[config.mk]
export PLATFORM = sky130hd
export DESIGN_NAME = thermal_limit_alarm
export DESIGN_NICKNAME = d
export VERILOG_FILES = /design/src/rtl/thermal_alarm_pkg.sv /design/src/rtl/thermal_alarm_ctrl.sv /design/src/rtl/thermal_alarm_dp.sv /design/src/rtl/thermal_limit_alarm.sv
export SDC_FILE = /design/constraint.sdc
export NUM_CORES = 1
export LEC_CHECK = 0
export ABC_AREA = 1
export BUFFER_PORTS_ARGS = -buffer_cell sky130_fd_sc_hd__buf_2
export CAP_MARGIN = 30
export CORE_ASPECT_RATIO = 0.9
export CORE_MARGIN = 2
export CORE_UTILIZATION = 45
export DETAILED_ROUTE_END_ITERATION = 16
export GPL_TIMING_DRIVEN = 0
export PLACE_DENSITY = 0.64
export SYNTH_ARGS = -nofsm -noshare
export SYNTH_HDL_FRONTEND = slang
export SYNTH_SLANG_ARGS = --single-unit
[constraint.sdc]
create_clock -name clk -period 4.58 [get_ports clk]
set_clock_uncertainty 0.1 [all_clocks]
set_input_delay 0.229 -clock clk [delete_from_list [all_inputs] [get_ports clk]]
set_output_delay 0.229 -clock clk [all_outputs]
set_load 0.01 [all_outputs]
[src/rtl/thermal_alarm_pkg.sv]
package thermal_alarm_pkg;

  typedef enum logic [1:0] {
    RD_NONE = 2'd0,
    RD_HYST = 2'd1,
    RD_HIGH = 2'd2,
    RD_LOW  = 2'd3
  } rdSel_e;

  typedef struct packed {
    logic   wrHyst;
    logic   wrHigh;
    logic   wrLow;
    logic   evalSample;
    rdSel_e rdSel;
  } alarmStrobe_t;

endpackage

[src/rtl/thermal_alarm_ctrl.sv]
module thermal_alarm_ctrl
  import thermal_alarm_pkg::*;
#(
  parameter int ADDR_W   = 3,
  parameter int HYST_IDX = 5,
  parameter int HIGH_IDX = 6,
  parameter int LOW_IDX  = 7
) (
  input  logic              regWrEn,
  input  logic [ADDR_W-1:0] regAddr,
  input  logic              sampleValid,
  output alarmStrobe_t      strobes
);

  localparam logic [ADDR_W-1:0] HYST_A = ADDR_W'(HYST_IDX);
  localparam logic [ADDR_W-1:0] HIGH_A = ADDR_W'(HIGH_IDX);
  localparam logic [ADDR_W-1:0] LOW_A  = ADDR_W'(LOW_IDX);

  logic hitHyst, hitHigh, hitLow;

  always_comb begin
    hitHyst = (regAddr == HYST_A);
    hitHigh = (regAddr == HIGH_A);
    hitLow  = (regAddr == LOW_A);

    strobes            = '0;
    strobes.wrHyst     = regWrEn && hitHyst;
    strobes.wrHigh     = regWrEn && hitHigh;
    strobes.wrLow      = regWrEn && hitLow;
    strobes.evalSample = sampleValid;

    if (hitHyst)      strobes.rdSel = RD_HYST;
    else if (hitHigh) strobes.rdSel = RD_HIGH;
    else if (hitLow)  strobes.rdSel = RD_LOW;
    else              strobes.rdSel = RD_NONE;
  end

endmodule

[src/rtl/thermal_alarm_dp.sv]
module thermal_alarm_dp
  import thermal_alarm_pkg::*;
#(
  parameter int              TEMP_W    = 16,
  parameter int              HYST_W    = 4,
  parameter int              FRAC_BITS = 7,
  parameter logic [15:0]     HIGH_RST  = 16'h2000,
  parameter logic [15:0]     LOW_RST   = 16'h0500,
  parameter logic [3:0]      HYST_RST  = 4'd5
) (
  input  logic              clk,
  input  logic              rstN,
  input  alarmStrobe_t      strobes,
  input  logic [TEMP_W-1:0] wrData,
  input  logic [TEMP_W-1:0] sampleTemp,
  output logic [TEMP_W-1:0] rdData,
  output logic              overFlag,
  output logic              underFlag
);

  localparam int SIGN_PAD = 2;
  localparam int EXT_W    = TEMP_W + SIGN_PAD;
  localparam int ZPAD_W   = EXT_W - HYST_W - FRAC_BITS;

  logic signed [TEMP_W-1:0] highLim, lowLim;
  logic        [HYST_W-1:0] hystVal;

  logic signed [EXT_W-1:0] hystScaled, highExt, lowExt, sampleExt;
  logic signed [EXT_W-1:0] relHigh, relLow;
  logic aboveHigh, belowLow, belowRelHigh, aboveRelLow;

  // setpoint storage
  always_ff @(posedge clk or negedge rstN) begin
    if (!rstN) begin
      highLim <= HIGH_RST[TEMP_W-1:0];
      lowLim  <= LOW_RST[TEMP_W-1:0];
      hystVal <= HYST_RST[HYST_W-1:0];
    end else begin
      if (strobes.wrHigh) highLim <= wrData;
      if (strobes.wrLow)  lowLim  <= wrData;
      if (strobes.wrHyst) hystVal <= wrData[HYST_W-1:0];
    end
  end

  // widened thresholds, no wrap
  always_comb begin
    hystScaled = signed'({{ZPAD_W{1'b0}}, hystVal, {FRAC_BITS{1'b0}}});
    highExt    = {{SIGN_PAD{highLim[TEMP_W-1]}}, highLim};
    lowExt     = {{SIGN_PAD{lowLim[TEMP_W-1]}}, lowLim};
    sampleExt  = {{SIGN_PAD{sampleTemp[TEMP_W-1]}}, sampleTemp};
    relHigh    = highExt - hystScaled;
    relLow     = lowExt + hystScaled;

    aboveHigh    = sampleExt > highExt;
    belowLow     = sampleExt < lowExt;
    belowRelHigh = sampleExt < relHigh;
    aboveRelLow  = sampleExt > relLow;
  end

  // flag state, evaluated only on a sample
  always_ff @(posedge clk or negedge rstN) begin
    if (!rstN) begin
      overFlag  <= 1'b0;
      underFlag <= 1'b0;
    end else if (strobes.evalSample) begin
      if (aboveHigh)         overFlag <= 1'b1;
      else if (belowRelHigh) overFlag <= 1'b0;
      if (belowLow)          underFlag <= 1'b1;
      else if (aboveRelLow)  underFlag <= 1'b0;
    end
  end

  always_comb begin
    case (strobes.rdSel)
      RD_HYST: rdData = {{(TEMP_W-HYST_W){1'b0}}, hystVal};
      RD_HIGH: rdData = highLim;
      RD_LOW:  rdData = lowLim;
      default: rdData = '0;
    endcase
  end

  p_over_set_r4: assert property (@(posedge clk) disable iff (!rstN)
    (strobes.evalSample && (signed'(sampleTemp) > highLim)) |=> overFlag);

  p_under_set_r5: assert property (@(posedge clk) disable iff (!rstN)
    (strobes.evalSample && (signed'(sampleTemp) < lowLim)) |=> underFlag);

  p_over_hold_r6: assert property (@(posedge clk) disable iff (!rstN)
    (strobes.evalSample && !aboveHigh && !belowRelHigh) |=> $stable(overFlag));

  p_under_hold_r7: assert property (@(posedge clk) disable iff (!rstN)
    (strobes.evalSample && !belowLow && !aboveRelLow) |=> $stable(underFlag));

  p_no_eval_r11: assert property (@(posedge clk) disable iff (!rstN)
    !strobes.evalSample |=> ($stable(overFlag) && $stable(underFlag)));

  p_release_order_r10: assert property (@(posedge clk) disable iff (!rstN)
    (relHigh <= highExt) && (relLow >= lowExt));

endmodule

[src/rtl/thermal_limit_alarm.sv]
module thermal_limit_alarm
  import thermal_alarm_pkg::*;
#(
  parameter int TEMP_W    = 16,
  parameter int ADDR_W    = 3,
  parameter int HYST_W    = 4,
  parameter int FRAC_BITS = 7
) (
  input  logic              clk,
  input  logic              rstN,
  input  logic              sampleValid,
  input  logic [TEMP_W-1:0] sampleTemp,
  input  logic              regWrEn,
  input  logic [ADDR_W-1:0] regAddr,
  input  logic [TEMP_W-1:0] regWrData,
  output logic [TEMP_W-1:0] regRdData,
  output logic              alarmOut,
  output logic              overFlag,
  output logic              underFlag
);

  localparam int HYST_IDX = 5;
  localparam int HIGH_IDX = 6;
  localparam int LOW_IDX  = 7;

  alarmStrobe_t strobes;

  thermal_alarm_ctrl #(
    .ADDR_W(ADDR_W), .HYST_IDX(HYST_IDX), .HIGH_IDX(HIGH_IDX), .LOW_IDX(LOW_IDX)
  ) u_ctrl (
    .regWrEn(regWrEn), .regAddr(regAddr), .sampleValid(sampleValid), .strobes(strobes)
  );

  thermal_alarm_dp #(
    .TEMP_W(TEMP_W), .HYST_W(HYST_W), .FRAC_BITS(FRAC_BITS)
  ) u_dp (
    .clk(clk), .rstN(rstN), .strobes(strobes), .wrData(regWrData),
    .sampleTemp(sampleTemp), .rdData(regRdData),
    .overFlag(overFlag), .underFlag(underFlag)
  );

  assign alarmOut = overFlag | underFlag;

  p_hyst_upper_zero_r2: assert property (@(posedge clk) disable iff (!rstN)
    (regAddr == ADDR_W'(HYST_IDX)) |-> (regRdData[TEMP_W-1:HYST_W] == '0));

  p_unused_read_r3: assert property (@(posedge clk) disable iff (!rstN)
    (regAddr < ADDR_W'(HYST_IDX)) |-> (regRdData == '0));

endmodule

==> results.cfg <==
[synth]
post_synth.cell_area_avg_um2 = 7.24
ys_types = 36
yosys_warnings = 0
syn_inst = 496
synth_xor_xnor_area_share = 0.0293
synthAdderAreaFrac = 0.220
netlist.area_leader.share = 0.230
synth_compound_area_frac = 0.141
synthSimpleGateAreaFrac = 0.238
seq_area_frac_synth = 0.267
yosysTopAreaCell = dfrtp_1
synth.cell_area_um2 = 3590
ys_ff_latch = 38
synth_fp_nets = 597
synth_area_leaders = dfrtp_1, ha_1, nand2_1
synth_top_family_by_area = simple AND/OR/NAND/NOR gates
synthMuxAreaShare = 0

[critical_path]
cp.arrival_ns = 3.18
required_ns = 4.68
path_class = reg2reg
cp_cell_sequence = ha_1, inv_1, fa_1, o21ai_2, nand2_1, nor2_2, nand3_1, xor2_1, ha_1, nand2_1, nor2_2, nand3_1, nor2_1, nor2_1, nand3_1, nand3_1, nand2_1, nand2_1
regToRegStartpoint = u_dp.hystVal[0]$_DFFE_PN1P_
critPathSlowestCell = dfstp_2
slowest_delay_ns = 0.57
worst_setup_path_start_kind = flip-flop
reg2reg_depth = 18
cp-end-kind = flip-flop
rr_endpoint = u_dp.underFlag$_DFFE_PN0P_
crit_start = u_dp.hystVal[0]$_DFFE_PN1P_
r2r_slack_ns = 1.51
crit_fanout = 4

[clocking]
postCtsSetupBuffers = 0
hold_buffers = 1
path_clk_slew_ns = 0.10
numCtsBuffers = 5
cts_root_buffer = clkbuf_8
cts_buffer_depth = 2
cts-resized-gates = 0
cts_tree = built
htree_levels = 2
clock-sinks = 38
clock_latency_ns = 0.30

[sta]
hold_viol_final = 0
fin_setup_tns_ns = 0
fin_crit_ns = 3.07
clock.fmax_mhz = 325
setup_viol = 0
max_slew_margin = 0.387
timing.hold.ws_ns = 0.0543
finalMaxSlewViolations = 0
rsz0062_at_grt = no
fin_crit_sh = 0.671
max_slew.worst_pin.slew_ns = 0.919

[die]
die-area_um2 = 8710
pin_count = 58
initial_core_util = 0.469
dieWidth_um = 98.2
core_area_um2 = 7660
die_h_um = 88.7
rows = 30

[finish]
multi_input_area_um2 = 2260
mostFrequentLayoutCell = nand2_1
num_antenna_cells = 0
area_delta_synth_final_pct = 14.1
final_cell_mix = nand2_1, inv_1, buf_2
seqCellArea_um2 = 957
drive_gt1_frac = 0.167
fin_nets = 662
nFillCells = 810

[detailed_routing]
wirelength_um = 9580
vias_per_cell = 4.99
wire_per_inst_um = 14.6
drtPass1Iterations = 4
drt_drc_violations_left = 0
drt_iter0_markers = 127
vias = 3281
ant_nets = 0

[worst_hold_path]
holdCritPathClass = in2reg
whs_path_depth = 3
holdPathEnd = u_dp.highLim[13]$_DFFE_PN1P_
min-delay-start = regWrData[13]

[global_route]
antenna_found_initial = 0
grt_pass1_wl_um = 15700
gr-total-overflow = 0
first_global_vias = 3199
grt_use_total = 0.229
grt_max_degree = 39

[run_status]
outcome = finished, final reports clean

[power]
ir_drop_mv = 0.191
leakagePower_nw = 2.29
power_density_nw_per_um2 = 369

[place]
io_buffers = 57
place.detailed.hpwl_um = 7930
gp_congestion = 0.856

[flow_run]
maxCapViolCount = 0
-- cell type report --
cell class                 instances  area share
clock buffer                       7      0.0211
timing repair buffer              58      0.0721
inverter                          86      0.0788
multi-input combinational        364       0.551
tap                               96      0.0293
clock inverter                     1     0.00122
sequential                        38       0.234
buffer                             8      0.0131
-- per-stage QoR --
step | setup slack (ns) | area, um^2 | power, W | cells | util
2_1_floorplan | 1.76 | 3590 | 0.00104 | 496 | -
5_1_grt | 1.13 | 4100 | 0.00166 | 658 | 0.535
4_1_cts | 1.48 | 4100 | 0.00152 | 658 | 0.535
6_report | 1.51 | 4100 | 0.00151 | 658 | 0.535
3_3_place_gp | 1.53 | 4000 | 0.00124 | 649 | 0.522
3_5_place_dp | 1.48 | 4000 | 0.00126 | 649 | 0.522
-- worst max-delay path: cells and delay by family (launching register included) --
family | cells | cell delay (ns)
adder cells (fa/ha/maj) | 3 | 0.90
AO/OA/AOI/OAI | 1 | 0.19
buffers and inverters | 1 | 0.06
XOR/XNOR | 1 | 0.16
AND/OR/NAND/NOR | 12 | 1.01
flip-flops | 1 | 0.57
-- cell families after synthesis --
group,count (synthesis)
fa+ha+maj,62
compound gates,90
simple gates,200
buf+inv,94
xor+xnor,12
flops,38
-- state kept, by name (all words and copies together), names as in the netlist --
register        cells
u_dp.overFlag       1
u_dp.highLim       16
u_dp.hystVal        4
u_dp.lowLim        16
u_dp.underFlag      1
-- layer usage --
| metal | GRT usage | wire (um) |
|---|---|---|
| met5 | 0 | 0 |
| met4 | 0.0423 | 54 |
| met3 | 0.0229 | 217 |
| met2 | 0.392 | 4300 |
| met1 | 0.322 | 5000 |
-- cell usage after synthesis (all sizes together) --
master	number
nand2	141
inv	86
ha	60
o21ai	43
dfrtp	33
nor2	27
a21oi	22
nand3	22
o22ai	12
xor2	9
buf	8
a21o	5
dfstp	5
nand4	4
o221ai	3
xnor2	3
fa	2
nand3b	2
nor3	2
o21a	2
a211oi	1
a22oi	1
a31oi	1
and2	1
or2	1
-- where the power goes --
part | internal [W] | switching [W] | leakage (nW)
clock network | 0.000122 | 0.000127 | 0.0482
registers | 0.000409 | 0.0000679 | 0.463
logic | 0.000319 | 0.000466 | 1.78
-- worst max path at each step --
| stage | to |
|---|---|
| after floorplan | u_dp.underFlag$_DFFE_PN0P_ |
| after global placement | u_dp.underFlag$_DFFE_PN0P_ |
| after detailed placement | u_dp.overFlag$_DFFE_PN0P_ |
| after CTS | u_dp.overFlag$_DFFE_PN0P_ |
| after global routing | u_dp.underFlag$_DFFE_PN0P_ |
| final | u_dp.underFlag$_DFFE_PN0P_ |
(Power assumes the default switching activity.)
